**src/rtl/amo_pkg.sv**
```systemverilog
package amo_pkg;

  typedef enum logic [3:0] {
    OP_LR   = 4'd0,
    OP_SC   = 4'd1,
    OP_SWAP = 4'd2,
    OP_ADD  = 4'd3,
    OP_XOR  = 4'd4,
    OP_AND  = 4'd5,
    OP_OR   = 4'd6,
    OP_MIN  = 4'd7,
    OP_MAX  = 4'd8,
    OP_MINU = 4'd9,
    OP_MAXU = 4'd10
  } amoOp_e;

  typedef enum logic [1:0] {
    ST_IDLE  = 2'd0,
    ST_READ  = 2'd1,
    ST_WRITE = 2'd2,
    ST_DONE  = 2'd3
  } amoState_e;

  typedef enum logic [2:0] {
    RD_NONE = 3'd0,
    RD_MEM  = 3'd1,
    RD_OLD  = 3'd2,
    RD_ZERO = 3'd3,
    RD_ONE  = 3'd4
  } rdSel_e;

  localparam logic [3:0] CAUSE_LD_MISALIGN = 4'd4;
  localparam logic [3:0] CAUSE_LD_FAULT    = 4'd5;
  localparam logic [3:0] CAUSE_ST_MISALIGN = 4'd6;
  localparam logic [3:0] CAUSE_ST_FAULT    = 4'd7;

  typedef struct packed {
    logic       latchReq;
    logic       captureOld;
    logic       setResult;
    rdSel_e     rdSel;
    logic       excSet;
    logic [3:0] excCause;
  } amoStrobe_t;

endpackage

```
**src/rtl/amo_ctrl.sv**
```systemverilog
module amo_ctrl
  import amo_pkg::*;
(
  input  logic       clk,
  input  logic       rstN,
  input  logic       reqValid,
  input  amoOp_e     reqOp,
  input  logic       misaligned,
  input  logic       memRsp,
  input  logic       memErr,
  output amoOp_e     opQ,
  output amoStrobe_t strobe,
  output logic       busy,
  output logic       memReq,
  output logic       memWe,
  output logic       done
);

  amoState_e stateQ, stateD;
  logic      resvQ;
  logic      readOkQ;
  logic      reqIsLr, reqIsSc, acceptReq;

  assign reqIsLr   = (reqOp == OP_LR);
  assign reqIsSc   = (reqOp == OP_SC);
  assign acceptReq = (stateQ == ST_IDLE) && reqValid;

  always_comb begin
    stateD = stateQ;
    strobe = '0;
    memReq = 1'b0;
    memWe  = 1'b0;
    unique case (stateQ)
      ST_IDLE: begin
        if (reqValid) begin
          strobe.latchReq = 1'b1;
          if (misaligned) begin
            strobe.setResult = 1'b1;
            strobe.excSet    = 1'b1;
            strobe.excCause  = reqIsLr ? CAUSE_LD_MISALIGN : CAUSE_ST_MISALIGN;
            stateD           = ST_DONE;
          end else if (reqIsSc && !resvQ) begin
            strobe.setResult = 1'b1;
            strobe.rdSel     = RD_ONE;
            stateD           = ST_DONE;
          end else if (reqIsSc) begin
            stateD = ST_WRITE;
          end else begin
            stateD = ST_READ;
          end
        end
      end
      ST_READ: begin
        memReq = 1'b1;
        if (memRsp) begin
          if (memErr) begin
            strobe.setResult = 1'b1;
            strobe.excSet    = 1'b1;
            strobe.excCause  = (opQ == OP_LR) ? CAUSE_LD_FAULT : CAUSE_ST_FAULT;
            stateD           = ST_DONE;
          end else if (opQ == OP_LR) begin
            strobe.setResult = 1'b1;
            strobe.rdSel     = RD_MEM;
            stateD           = ST_DONE;
          end else begin
            strobe.captureOld = 1'b1;
            stateD            = ST_WRITE;
          end
        end
      end
      ST_WRITE: begin
        memReq = 1'b1;
        memWe  = 1'b1;
        if (memRsp) begin
          strobe.setResult = 1'b1;
          if (memErr) begin
            strobe.excSet   = 1'b1;
            strobe.excCause = CAUSE_ST_FAULT;
          end else begin
            strobe.rdSel = (opQ == OP_SC) ? RD_ZERO : RD_OLD;
          end
          stateD = ST_DONE;
        end
      end
      default: stateD = ST_IDLE;
    endcase
  end

  always_ff @(posedge clk) begin
    if (!rstN) begin
      stateQ  <= ST_IDLE;
      opQ     <= OP_LR;
      resvQ   <= 1'b0;
      readOkQ <= 1'b0;
    end else begin
      stateQ <= stateD;
      if (acceptReq) begin
        opQ     <= reqOp;
        readOkQ <= 1'b0;
      end
      if (stateQ == ST_READ && memRsp && !memErr) readOkQ <= 1'b1;
      if (acceptReq && reqIsSc && !misaligned) resvQ <= 1'b0;
      else if (stateQ == ST_READ && memRsp && !memErr && opQ == OP_LR) resvQ <= 1'b1;
    end
  end

  assign busy = (stateQ != ST_IDLE);
  assign done = (stateQ == ST_DONE);

  a_r1_done_single: assert property (@(posedge clk) disable iff (!rstN)
    done |=> !done);

  a_r8_write_after_read: assert property (@(posedge clk) disable iff (!rstN)
    (stateQ == ST_WRITE && opQ != OP_SC) |-> readOkQ);

  a_r4_flag_set_by_lr: assert property (@(posedge clk) disable iff (!rstN)
    $rose(resvQ) |-> $past(opQ == OP_LR && memRsp && !memErr));

  a_r7_sc_clears_flag: assert property (@(posedge clk) disable iff (!rstN)
    (acceptReq && reqIsSc && !misaligned) |=> !resvQ);

  a_r3_misalign_no_access: assert property (@(posedge clk) disable iff (!rstN)
    (acceptReq && misaligned) |=> (done && !memReq));

endmodule

```
**src/rtl/amo_dp.sv**
```systemverilog
module amo_dp
  import amo_pkg::*;
#(
  parameter int ADDR_W = 32,
  parameter int DATA_W = 32
) (
  input  logic              clk,
  input  logic              rstN,
  input  amoStrobe_t        strobe,
  input  amoOp_e            opQ,
  input  logic              done,
  input  logic [ADDR_W-1:0] reqAddr,
  input  logic [DATA_W-1:0] reqData,
  input  logic [DATA_W-1:0] memRdata,
  output logic              misaligned,
  output logic [ADDR_W-1:0] memAddr,
  output logic [DATA_W-1:0] memWdata,
  output logic              rdWe,
  output logic [DATA_W-1:0] rdData,
  output logic              excValid,
  output logic [3:0]        excCause
);

  localparam int ALIGN_W = $clog2(DATA_W / 8);

  logic [ADDR_W-1:0] addrQ;
  logic [DATA_W-1:0] dataQ, oldQ, newVal, rdDataQ, rdPick;
  logic              rdWeQ, excValidQ;
  logic [3:0]        excCauseQ;
  logic              oldLtS, oldLtU;

  assign misaligned = |reqAddr[ALIGN_W-1:0];
  assign oldLtS     = $signed(oldQ) < $signed(dataQ);
  assign oldLtU     = oldQ < dataQ;

  always_comb begin
    unique case (opQ)
      OP_ADD:  newVal = oldQ + dataQ;
      OP_XOR:  newVal = oldQ ^ dataQ;
      OP_AND:  newVal = oldQ & dataQ;
      OP_OR:   newVal = oldQ | dataQ;
      OP_MIN:  newVal = oldLtS ? oldQ : dataQ;
      OP_MAX:  newVal = oldLtS ? dataQ : oldQ;
      OP_MINU: newVal = oldLtU ? oldQ : dataQ;
      OP_MAXU: newVal = oldLtU ? dataQ : oldQ;
      default: newVal = dataQ;
    endcase
  end

  always_comb begin
    unique case (strobe.rdSel)
      RD_MEM:  rdPick = memRdata;
      RD_OLD:  rdPick = oldQ;
      RD_ONE:  rdPick = DATA_W'(1);
      default: rdPick = '0;
    endcase
  end

  always_ff @(posedge clk) begin
    if (!rstN) begin
      addrQ     <= '0;
      dataQ     <= '0;
      oldQ      <= '0;
      rdWeQ     <= 1'b0;
      rdDataQ   <= '0;
      excValidQ <= 1'b0;
      excCauseQ <= '0;
    end else begin
      if (strobe.latchReq) begin
        addrQ     <= reqAddr;
        dataQ     <= reqData;
        rdWeQ     <= 1'b0;
        excValidQ <= 1'b0;
        excCauseQ <= '0;
      end
      if (strobe.captureOld) oldQ <= memRdata;
      if (strobe.setResult) begin
        rdWeQ     <= (strobe.rdSel != RD_NONE) && !strobe.excSet;
        rdDataQ   <= rdPick;
        excValidQ <= strobe.excSet;
        excCauseQ <= strobe.excCause;
      end
    end
  end

  assign memAddr  = addrQ;
  assign memWdata = (opQ == OP_SC) ? dataQ : newVal;
  assign rdWe     = done && rdWeQ;
  assign rdData   = rdDataQ;
  assign excValid = done && excValidQ;
  assign excCause = excCauseQ;

  a_r10_exc_blocks_rd: assert property (@(posedge clk) disable iff (!rstN)
    excValid |-> !rdWe);

  a_r5_sc_result_bit: assert property (@(posedge clk) disable iff (!rstN)
    (rdWe && opQ == OP_SC) |-> (rdData <= DATA_W'(1)));

  a_r9_cause_range: assert property (@(posedge clk) disable iff (!rstN)
    excValid |-> (excCause >= 4'd4 && excCause <= 4'd7));

endmodule

```
**src/rtl/amo_unit.sv**
```systemverilog
module amo_unit
  import amo_pkg::*;
#(
  parameter int ADDR_W = 32,
  parameter int DATA_W = 32
) (
  input  logic              clk,
  input  logic              rstN,
  input  logic              reqValid,
  input  logic [3:0]        reqOp,
  input  logic [ADDR_W-1:0] reqAddr,
  input  logic [DATA_W-1:0] reqData,
  output logic              busy,
  output logic              memReq,
  output logic              memWe,
  output logic [ADDR_W-1:0] memAddr,
  output logic [DATA_W-1:0] memWdata,
  input  logic              memRsp,
  input  logic              memErr,
  input  logic [DATA_W-1:0] memRdata,
  output logic              done,
  output logic              rdWe,
  output logic [DATA_W-1:0] rdData,
  output logic              excValid,
  output logic [3:0]        excCause
);

  amoStrobe_t strobe;
  amoOp_e     opQ;
  logic       misaligned;

  amo_ctrl u_ctrl (
    .clk        (clk),
    .rstN       (rstN),
    .reqValid   (reqValid),
    .reqOp      (amoOp_e'(reqOp)),
    .misaligned (misaligned),
    .memRsp     (memRsp),
    .memErr     (memErr),
    .opQ        (opQ),
    .strobe     (strobe),
    .busy       (busy),
    .memReq     (memReq),
    .memWe      (memWe),
    .done       (done)
  );

  amo_dp #(.ADDR_W(ADDR_W), .DATA_W(DATA_W)) u_dp (
    .clk        (clk),
    .rstN       (rstN),
    .strobe     (strobe),
    .opQ        (opQ),
    .done       (done),
    .reqAddr    (reqAddr),
    .reqData    (reqData),
    .memRdata   (memRdata),
    .misaligned (misaligned),
    .memAddr    (memAddr),
    .memWdata   (memWdata),
    .rdWe       (rdWe),
    .rdData     (rdData),
    .excValid   (excValid),
    .excCause   (excCause)
  );

endmodule

```
**config.mk**
```make
export PLATFORM = sky130hd
export DESIGN_NAME = amo_unit
export DESIGN_NICKNAME = d
export VERILOG_FILES = /design/src/rtl/amo_pkg.sv /design/src/rtl/amo_ctrl.sv /design/src/rtl/amo_dp.sv /design/src/rtl/amo_unit.sv
export SDC_FILE = /design/constraint.sdc
export NUM_CORES = 1
export LEC_CHECK = 0
export BUFFER_PORTS_ARGS = -buffer_cell sky130_fd_sc_hd__clkbuf_2
export CORE_AREA = 4 4 142 212
export CTS_CLUSTER_DIAMETER = 30
export DETAILED_ROUTE_END_ITERATION = 8
export DIE_AREA = 0 0 146 216
export MAX_ROUTING_LAYER = met4
export PLACE_DENSITY = 0.53
export SLEW_MARGIN = 10
export SYNTH_ARGS = -nofsm -noshare
export SYNTH_HDL_FRONTEND = slang
export SYNTH_SLANG_ARGS = --single-unit
```
**constraint.sdc**
```tcl
create_clock -name clk -period 11.8 [get_ports clk]
set_input_delay 2.36 -clock clk [delete_from_list [all_inputs] [get_ports clk]]
set_output_delay 2.36 -clock clk [all_outputs]
set_load 0.02 [all_outputs]
```
# [After elaboration in Yosys (flattened, before gate mapping)]
# Cells that the tools add are included.
[word_totals] register_bits=141 inputBits=105 output_inout_bits=106 word_cells=105
[op_classes] addsub=1 order_cmp=2 eq_ne=19 n_mux=45 bitwise=4 reduce_logical=24
[ops] operator="$pmux W32 S8" count=1
[ops] operator="$mux W32" count=5
[ops] operator="$pmux W32 S3" count=1
[ops] operator="$lt A32 B32 Y1" count=2
[ops] operator="$add A32 B32 Y32" count=1
[ops] operator="$and A32 B32 Y32" count=1
[ops] operator="$or A32 B32 Y32" count=1
[ops] operator="$xor A32 B32 Y32" count=1
[ops] operator="$pmux W9 S3" count=1
[ops] operator="$mux W9" count=2
[ops] operator="$eq A4 B3 Y1 const B" count=4
[ops] operator="$mux W2" count=8
[ops] operator="$mux W4" count=4
[ops] operator="$mux W1" count=15
[ops] operator="$mux W5" count=3
[ops] operator="$eq A4 B4 Y1 const B" count=3
[ops] operator="$logic_and A1 B1 Y1" count=10
[ops] operator="$mux W10" count=1
[ops] operator="$mux W3" count=3
[ops] operator="$eq A4 B1 Y1 const B" count=2
[ops] operator="$logic_not A4 Y1" count=2
[ops] operator="$ne A2 B2 Y1 const B" count=3
[ops] operator="$pmux W2 S3" count=1
[ops] operator="$reduce_or A2 Y1" count=3
[ops] operator="12 further kinds" count=17

# [Logic depth before layout (Yosys ltp)]
# Gate-level depths: netlist of the first run.
[logic_depth] word_depth=9 ltp_mapped=15

# [Modules after synthesis]
# From an unflattened synthesis of the first run, not the netlist that was laid out.
[hier_totals] cells_unflattened=1284 area_unflattened_um2=10538.9
[by_module_without_submodules] mod="amo_dp" instances=1 cells_each=1215 area_each_um2=9997.1
[by_module_without_submodules] mod="amo_ctrl" instances=1 cells_each=69 area_each_um2=541.8

# [Worst setup path after synthesis of the first run]
# OpenSTA, ideal clock, no wires.
[synth_path] path_type="flip-flop to output port" start="reg u_dp.oldQ[29]" end="out memWdata[18]" arrival_ps=3197 required_time_ps=9440 path_slack_ps=6243 stages_incl_launch_ff=16 n_path_buf=4 cell_sequence="dfxtp_1 -> inv_1 -> ha_1 -> buf_6 -> nor4_2 -> nand3_2 -> nor4b_4 -> o31a_1 -> a31oi_1 -> and2_1 -> buf_2 -> or3_1 -> buf_6 -> buf_8 -> a222oi_1 -> o211ai_1"
[synth_via] elab_chain_len=4 word_cells_on_any_way=8 cone_classes="2 x order compare; 6 x mux"
[synth_rtl] item="from (decl)" line="amo_dp.sv:27" source="logic [DATA_W-1:0] dataQ, oldQ, newVal, rdDataQ, rdPick;"
[synth_rtl] item="from (signal assigned)" line="amo_dp.sv:76" source="if (strobe.captureOld) oldQ <= memRdata;"
[synth_rtl] item="$lt A32 B32 Y1, on equally long branches" line="amo_dp.sv:34, amo_dp.sv:33"
[synth_rtl] item="$mux W32, on equally long branches"
[synth_rtl] item="$pmux W32 S8 *" line="amo_dp.sv:37" source="unique case (opQ)"
[synth_rtl] item="$mux W32 *" line="amo_dp.sv:87" source="assign memWdata = (opQ == OP_SC) ? dataQ : newVal;"
[synth_rtl] item="to (decl)" line="amo_unit.sv:17" source="output logic [DATA_W-1:0] memWdata,"
# Mark *: on every way between the ends. The rest lies on a longest branch, timed or not.

# [Final worst setup path of the first run]
[layout_path] start="reg u_dp.oldQ[26]" end="out memWdata[29]"
# The elaborated chain is that of the path after synthesis.

==> results.toml, run 1 <==
[logic_synthesis]
synth_warnings = 0
synth_top_family_by_area = "compound AO/OA/AOI/OAI gates"
yosys.area.top_type_share = 0.278
synth_fa_ha_area_frac = 0.127
postSynth.asyncResetShare = 0
avgSynthCellArea_um2 = 7.76
yosysSeqAreaShare = 0.278
synth_area_um2 = 10000
synth-edff-count = 0
synth-compound-area-share = 0.307
syn_inst = 1289
yosysMostFrequentCell = "nand2_1"
synth_fp_nets = 1495
synth_cell_type_count = 74
ys_ff_latch = 139
synthSimpleGateAreaFrac = 0.196
yosys-top-cells-area = "dfxtp_1, ha_1, nand2_1"
muxShareOfSynthArea = 0.00450
synthFlopType = "dfxtp_1"
synth-xor-area-share = 0.0158
synth_commonest_cells = "nand2_1, dfxtp_1, a21boi_0, ha_1, inv_1"
synth_area_leader_cell = "dfxtp_1"

[cts]
root_buffer = "clkbuf_16"
htreeDepth = 4
ctsHoldBuffers = 0
clock-sinks = 139
cts_buffers = 17
clk_pin_slew_ps = 60
clock_latency_ps = 460
ctsResizeCount = 0
tritoncts = "built"
post-cts-setup-buffer-count = 0
clockBufferDepth = 2

[worst_setup_path]
worstSetupStartpointType = "register"
worstSetupEndpointType = "output pin"
crit_arrival_ps = 5120
crit_type = "register to output pin"
cp.required_ps = 9440
cp_max_fo = 11

[finish]
area_growth_pct = 18.0
fin_cells = 1798
drive_above_1_share = 0.201
antenna_cells = 0
multiInputGateArea_um2 = 6560
nFillCells = 2877
ff_latch_area_um2 = 2780
nets = 1645

[place]
io_buffer_count = 209
place_ws_ps = 4730
place.gp.congestion = 0.945
dp_cells = 1766
dp_hpwl_mm = 24.6

[timing]
min_period_ps = 7480
finalSetupViolations = 0
tightest_slew_ps = 1070
timing.slew.headroom = 0.280
final.setup.tns_ps = 0
rsz0062_at_grt = "false"
fmax_mhz = 134
finalClockSkew_ps = 14.1
period_share = 0.634
hold_viol = 0
drv_slew = 0
setup_ws_ps = 4320

[pwr]
p_clk_frac = 0.289
leakagePower_nw = 4.77
pwr-share-seq = 0.312
vdd_ir_drop_max_mv = 0.135
p_sw_frac = 0.425
p_sw_uw = 791
intPower_mw = 1.07
powerDensity_nw_per_um2 = 158
design_power_total_mw = 1.86
combPwrFrac = 0.400

[drt]
dr.pass1.iters = 6
avgViaCountPerCell = 5.49
routed_wl_mm = 34.4
wl_per_cell_um = 19.1
route.detailed.drc = 0
num_vias = 9872
drtIter0Drc = 585
final_antenna_net_count = 0

[die]
initial_core_util = 0.356
core_um2 = 28100
dieArea_um2 = 31500
pin_count = 211
die_y_um = 216
die_w_um = 146
num_rows = 75

[grt]
grt_pass1_vias = 9882
grtUsageTotal = 0.223
grt-ovfl-total = 0
antenna_found_initial = 0
grt_pass1_wl_mm = 54.7
grt_start_max_net_pins = 106

[worst_hold_path]
hold_path.class = "register to register"

[run]
maxCapViolations = 0

[status]
status = "completed"
[flip-flops by register name, indices dropped and copies added, names as in the netlist]
register and flops:
u_dp.rdWeQ 1, u_ctrl.opQ 4, u_dp.oldQ 32, u_ctrl.resvQ 1
u_dp.dataQ 32, u_ctrl.stateQ 2, u_dp.rdData 32, u_dp.excCause 3
u_dp.memAddr 32
[cell usage in the layout (no fill, tap or decap), types with 12 or more instances in the layout]
master,instances
a21boi_0,105
o21ai_0,61
a221oi_1,14
a22oi_1,16
nor3_1,13
nand2_1,252
buf_4,14
inv_1,82
nor2_1,48
a211oi_1,15
a21o_1,14
clkbuf_16,17
a21oi_1,68
nand3_1,13
ha_1,100
o211ai_1,12
a221oi_2,12
nor2b_1,41
a222oi_1,32
clkbuf_2,208
dfxtp_1,139
[power by group through the flow]
stage                     combinational (mW)  sequential, mW  clock (mW)
after floorplan                        0.488           0.602           0
after global routing                   0.822           0.588       0.571
after detailed placement               0.754           0.590           0
final                                  0.745           0.580       0.538
after global placement                 0.749           0.587           0
after CTS                              0.755           0.580       0.553
[per-layer routing]
layer / part of all wire / track usage / vias up / wire, um
met1: 0.42 / 0.260 / 4641 / 14400
met5: 0 / - / - / 0
met4: 0.033 / 0.0888 / 0 / 1130
met3: 0.058 / 0.0441 / 66 / 1990
met2: 0.49 / 0.377 / 295 / 16900
li1: - / - / 4870 / -
[final timing paths]
path	start	to	slack, ps	cells past startpoint
min	u_dp.memAddr[27]$_SDFFE_PN0P_	u_dp.memAddr[27]$_SDFFE_PN0P_	470	2
max reg2reg	u_ctrl.stateQ[0]$_SDFFE_PN0P_	u_dp.rdData[11]$_SDFFE_PN0P_	8580	9
max	u_dp.oldQ[26]$_SDFFE_PN0P_	memWdata[29]	4320	13
min reg2reg	u_dp.memAddr[27]$_SDFFE_PN0P_	u_dp.memAddr[27]$_SDFFE_PN0P_	470	2
[kinds of logic after synthesis]
logic type,after synthesis
AOI/OAI and AO/OA,421
xor gates and xnor gates,18
adders and majority gates,101
buffers and inverters,174
DFF,139
muxes,4
other,1
and+or+nand+nor,431
[per-stage QoR]
step	utilization	hold slack [ps]	area, um2
5_1_grt	0.421	488	11800
6_report	0.421	466	11800
4_1_cts	0.421	472	11800
3_5_place_dp	0.400	461	11200
3_3_place_gp	0.400	454	11200
2_1_floorplan	-	460	10000
[worst max-delay path, cell delays in order, from the launching register on]
cell and delay [ps]:
dfxtp_1 450, inv_1 80, ha_1 450, nor4_2 410, nand3_2 180, nor4b_4 280, o41ai_2 140, a31oi_1 630
or2b_1 300, nand4b_1 600, buf_4 460, a221oi_2 280, o21ai_0 180, clkbuf_2 230
[cell type report]
cell class | count | share of cell area
Clock buffer | 19 | 0.0375
Clock inverter | 13 | 0.0113
Inverter | 83 | 0.0264
Multi-Input combinational cell | 976 | 0.555
Sequential cell | 139 | 0.236
Tap cell | 346 | 0.0367
Timing Repair Buffer | 222 | 0.0971
Note: power is estimated with default switching activity, not from simulation.
==> run 2, diff against run 1 <==
Settings changed: ABC_AREA from default to 1, CORE_AREA 4 4 142 212 to 4 4 154 230, DIE_AREA 0 0 146 216 to 0 0 158 234, PLACE_DENSITY 0.53 to 0.54.
Clock period 11.8 ns to 6.5 ns, I/O delays scaled along.
==> run 2 against run 1 <==
Compared with the run above: flip-flop and latch count stayed put; clock skew rose by 1.7 ps; register-to-register slack got worse by 5200 ps; critical endpoint is now memWdata[19]; largest power group unchanged.
==> results.toml, run 2 <==
[finish]
multiInputGateArea_um2 = 7810
ff_latch_area_um2 = 2780
fin_area_um2 = 13900
nFillCells = 3726
area_growth_pct = 17.0
post-route-util = 0.416
mostFrequentLayoutCells = "nand2_1, nand3_1, inv_1"
nets = 2371
fin_cells = 2599
drive_above_1_share = 0.134
final_common_cell = "nand2_1"

[worst_setup_path]
crit_chain = "inv_1 > ha_1 > inv_1 > a21oi_1 > o21ai_0 > a21oi_1 > nand2_1 > nand2_2 > buf_4 > nand3_2 > buf_4 > nand3_1 > nand3_1 > nand3_1 > nand2_1 > inv_1 > clkbuf_2"
cp.required_ps = 5200
crit_arrival_ps = 4180
critPathSlowestCell = "dfxtp_1"
cp_max_fo = 30
worstSetupEndpointType = "output pin"
slowest_delay_ps = 510
crit_type = "register to output pin"
reg2regPathDepth = 14
worstSetupStartpointType = "register"

[die]
dieArea_um2 = 37000
initial_core_util = 0.355
die_y_um = 234
die_w_um = 158
num_rows = 82
pin_count = 211
core_um2 = 33300

[place]
dp_hpwl_mm = 39.6
place.gp.congestion = 0.990
io_buffer_count = 209
placed_cell_area_um2 = 13300
place_ws_ps = 1600
dp_cells = 2566

[drt]
route.detailed.drc = 0
num_vias = 13984
dr_wl_met2_mm = 27.4
dr.pass1.iters = 5
drtIter0Drc = 945
final_antenna_net_count = 0
wl_met3_mm = 2.67
wl_per_cell_um = 20.2
highest_layer = "met4"
drt-met1-wl_mm = 19.4
avgViaCountPerCell = 5.38
routed_wl_mm = 52.4

[grt]
antenna_found_initial = 1
grt_start_max_net_pins = 89
grtUsageTotal = 0.286
grt_pass1_vias = 13888
grt-ovfl-total = 0
grt_pass1_wl_mm = 79.2

[logic_synthesis]
synth_fp_nets = 2212
yosysSeqAreaShare = 0.235
synth-edff-count = 0
yosysMostFrequentCell = "nand2_1"
synth_area_um2 = 11800
synth_warnings = 0
yosys-top-cells-area = "dfxtp_1, nand2_1, nand3_1"
synth_commonest_cells = "nand2_1, nand3_1, inv_1, nor2_1, a21oi_1"
synth_cell_type_count = 42
synth_area_leader_cell = "dfxtp_1"
postSynth.asyncResetShare = 0
syn_inst = 2006
avgSynthCellArea_um2 = 5.90
ys_ff_latch = 139
synthFlopType = "dfxtp_1"
yosys.area.top_type_share = 0.235

[cts]
ctsHoldBuffers = 0
clk_pin_slew_ps = 80
cts_buffers = 17
clock_latency_ps = 450
clock-sinks = 139
ctsResizeCount = 0
htreeDepth = 4
tritoncts = "built"
root_buffer = "clkbuf_16"
clockBufferDepth = 2
post-cts-setup-buffer-count = 0

[run]
maxCapViolations = 0

[worst_hold_path]
hold_path.class = "register to register"
hold-path-cell-count = 2

[timing]
hold_viol = 0
drv_slew = 0
setup_ws_ps = 1020
finalSetupViolations = 0
fmax_mhz = 182
min_period_ps = 5480
period_share = 0.844
rsz0062_at_grt = "false"
final.setup.tns_ps = 0
timing.slew.headroom = 0.280
tightest_slew_ps = 1080
finalClockSkew_ps = 15.8

[pwr]
leakagePower_nw = 7.10
powerDensity_nw_per_um2 = 367
vdd_ir_drop_max_mv = 0.233

[status]
status = "completed"
-- run 2: cell families (layout without fill, tap and decap cells) --
| family | after synthesis | count (layout) | share of synthesized area |
|---|---|---|---|
| and+or+nand+nor | 1065 | 1065 | 0.380 |
| buffers and inverters | 329 | 501 | 0.110 |
| other | 1 | 2 | 0.000317 |
| adders and majority gates | 101 | 101 | 0.107 |
| DFF | 139 | 139 | 0.235 |
| AOI/OAI and AO/OA | 370 | 370 | 0.167 |
| xor gates and xnor gates | 1 | 1 | 0.000740 |
-- run 2: power breakdown --
part           switching, mW  leakage [nW]  internal, mW
Clock                  0.487         0.274         0.510
Sequential             0.109          1.14         0.997
Combinational           2.10          5.68         0.882
-- run 2: final cells by class --
type | instances | area share
multi-input cells | 1538 | 0.564
flip-flops and latches | 139 | 0.201
repair buffers | 239 | 0.0937
inverters | 230 | 0.0623
well taps | 420 | 0.0379
clock buffers | 17 | 0.0307
clock inverters | 15 | 0.0110
diodes | 1 | 0.000181
-- run 2: layer usage --
layer / global-route usage / up-vias
met2: 0.509 / 509
li1: - / 6880
met5: - / -
met4: 0.156 / 0
met3: 0.0382 / 123
met1: 0.302 / 6472
-- run 2: path summary, 6_finish.rpt --
path,startpoint,to,slack (ps)
setup reg to reg,u_ctrl.stateQ[0]$_SDFFE_PN0P_,u_dp.rdData[28]$_SDFFE_PN0P_,3380
hold reg to reg,u_dp.excCause[0]$_SDFFE_PN0P_,u_dp.excCause[0]$_SDFFE_PN0P_,480
hold / removal,u_dp.excCause[0]$_SDFFE_PN0P_,u_dp.excCause[0]$_SDFFE_PN0P_,480
setup / recovery,u_dp.oldQ[15]$_SDFFE_PN0P_,memWdata[19],1020
-- run 2: worst max-delay path, delay by kind of cell (launching register included) --
| family | cells | cell delay [ps] |
|---|---|---|
| buffers and inverters | 6 | 1250 |
| adders and majority gates | 1 | 460 |
| AOI/OAI and AO/OA | 3 | 480 |
| DFF | 1 | 510 |
| and+or+nand+nor | 7 | 1030 |
-- run 2: per-stage QoR --
stage                     power (mW)  hold slack, ps
after floorplan                 3.11             461
after global placement          4.05             461
after detailed placement        4.08             471
after CTS                       5.08             486
after global routing            5.46             502
final                           5.08             483
==> run 3, diff against run 2 <==
Clock period 6.5 ns to 4.7 ns, I/O delays scaled along.
==> run 3 against run 2 <==
Compared with the run above: non-clock buffer count up 23; largest power group unchanged; register-to-register slack worse by 1700 ps; critical path type unchanged; wire length down 1.2%; clock skew up 1.6 ps.
==> results.toml, run 3 (synthesis results as in run 2) <==
[grt]
grt_start_max_net_pins = 77
grtUsageTotal = 0.281
antenna_found_initial = 0
grt-ovfl-total = 0
grt_pass1_vias = 13808
grt_pass1_wl_mm = 78.0

[finish]
final_common_cell = "nand2_1"
antenna_cells = 0
fin_area_um2 = 14100
drive_above_1_share = 0.150
nets = 2394
mostFrequentLayoutCells = "nand2_1, nand3_1, inv_1"
area_growth_pct = 19.2

[worst_setup_path]
cp.required_ps = 3760
cp_max_fo = 24
crit_type = "register to output pin"
worstSetupEndpointType = "output pin"
crit_arrival_ps = 3610
worstSetupStartpointType = "register"
reg2regPathDepth = 14

[die]
num_rows = 82
core_um2 = 33300
die_y_um = 234
dieArea_um2 = 37000
pin_count = 211
die_w_um = 158
initial_core_util = 0.355

[worst_hold_path]
hold_path.class = "register to register"
hold-path-cell-count = 2

[place]
io_buffer_count = 209
place_ws_ps = 309
dp_hpwl_mm = 39.6
placed_cell_area_um2 = 13500
place.gp.congestion = 0.985

[cts]
clockBufferDepth = 2
clock_latency_ps = 460
root_buffer = "clkbuf_16"
ctsHoldBuffers = 0
clk_pin_slew_ps = 70
clock-sinks = 139
tritoncts = "built"
cts_buffers = 17
htreeDepth = 4

[drt]
routed_wl_mm = 51.8
route.detailed.drc = 0
drtIter0Drc = 1016
wl_per_cell_um = 19.8
final_antenna_net_count = 0
avgViaCountPerCell = 5.40
dr.pass1.iters = 7
num_vias = 14158

[pwr]
powerDensity_nw_per_um2 = 508
vdd_ir_drop_max_mv = 0.244
intPower_mw = 3.41
leakagePower_nw = 7.25
p_sw_frac = 0.525
p_clk_frac = 0.196
design_power_total_mw = 7.17
combPwrFrac = 0.592
p_sw_mw = 3.76
pwr-share-seq = 0.212

[timing]
min_period_ps = 4550
finalSetupViolations = 0
holdWs_ps = 482
finalClockSkew_ps = 17.4
setup_ws_ps = 147
timing.slew.headroom = 0.254
drv_slew = 0
period_share = 0.969
hold_viol = 0
tightest_slew_ps = 1120
fmax_mhz = 220

[run]
maxCapViolations = 0

[status]
status = "completed"
run 3: cell count changes in the layout (fill, tap and decap cells not counted), sizes merged:
cell	before	now
clkinv	6	7
clkinvlp	3	0
buf	31	54
diode	1	0
inv	236	238
run 3: layer usage:
layer | routed length [um] | share of wire | global-route usage | up-vias
li1 | - | - | - | 6936
met1 | 19000 | 0.37 | 0.285 | 6533
met2 | 27100 | 0.52 | 0.512 | 530
met3 | 2700 | 0.052 | 0.0404 | 159
met4 | 3040 | 0.059 | 0.153 | 0
met5 | 0 | 0 | - | -
run 3: through the flow:
step	util	TNS [ps]	instances
global route	0.423	-25.0	2621
detailed placement	0.404	0	2587
finish	0.423	0	2621
floorplan	-	0	2006
global placement	0.404	0	2587
CTS	0.422	0	2619
run 3: timing repair:
action / 4_1_cts / 5_1_grt
setup endpoints to repair: 32 / 32
pin swaps: 0 / 1
buffers inserted: 0 / 2
gates resized for setup: 3 / 18
run 3: power by group through the flow:
| stage | clock, mW | sequential, mW | combinational, mW |
|---|---|---|---|
| 2_1_floorplan | 0 | 1.62 | 2.67 |
| 3_3_place_gp | 0 | 1.54 | 4.16 |
| 3_5_place_dp | 0 | 1.54 | 4.18 |
| 4_1_cts | 1.45 | 1.52 | 4.20 |
| 5_1_grt | 1.49 | 1.55 | 4.66 |
| 6_report | 1.41 | 1.52 | 4.24 |
run 3: layout make-up:
type,count,area (um2)
sequential,139,2790
inverter,230,863
clock buffer,17,425
fill,3721,19200
tap,420,526
clock inverter,15,169
timing repair buffer,262,1510
multi-input combinational,1538,7840
run 3: path summary, 6_finish.rpt:
check / end / startpoint / slack, ps
hold reg to reg: u_dp.excCause[0]$_SDFFE_PN0P_ / u_dp.excCause[0]$_SDFFE_PN0P_ / 480
setup reg to reg: u_dp.rdData[29]$_SDFFE_PN0P_ / u_ctrl.stateQ[0]$_SDFFE_PN0P_ / 1660
setup / recovery: memWdata[19] / u_dp.oldQ[21]$_SDFFE_PN0P_ / 150
hold / removal: u_dp.excCause[0]$_SDFFE_PN0P_ / u_dp.excCause[0]$_SDFFE_PN0P_ / 480
run 3: critical path, stage by stage (launching register included):
cell and delay, ps:
dfxtp_1 440, inv_1 160, ha_2 440, inv_1 150
nand2_1 80, nand2_1 50, a21oi_1 160, nand2_1 120
a21oi_4 250, buf_4 170, buf_4 300, nand3_1 140
nand3_1 100, nand2_1 60, nor2_1 120, nand3_1 80
nand2_1 110, inv_1 50, clkbuf_2 150
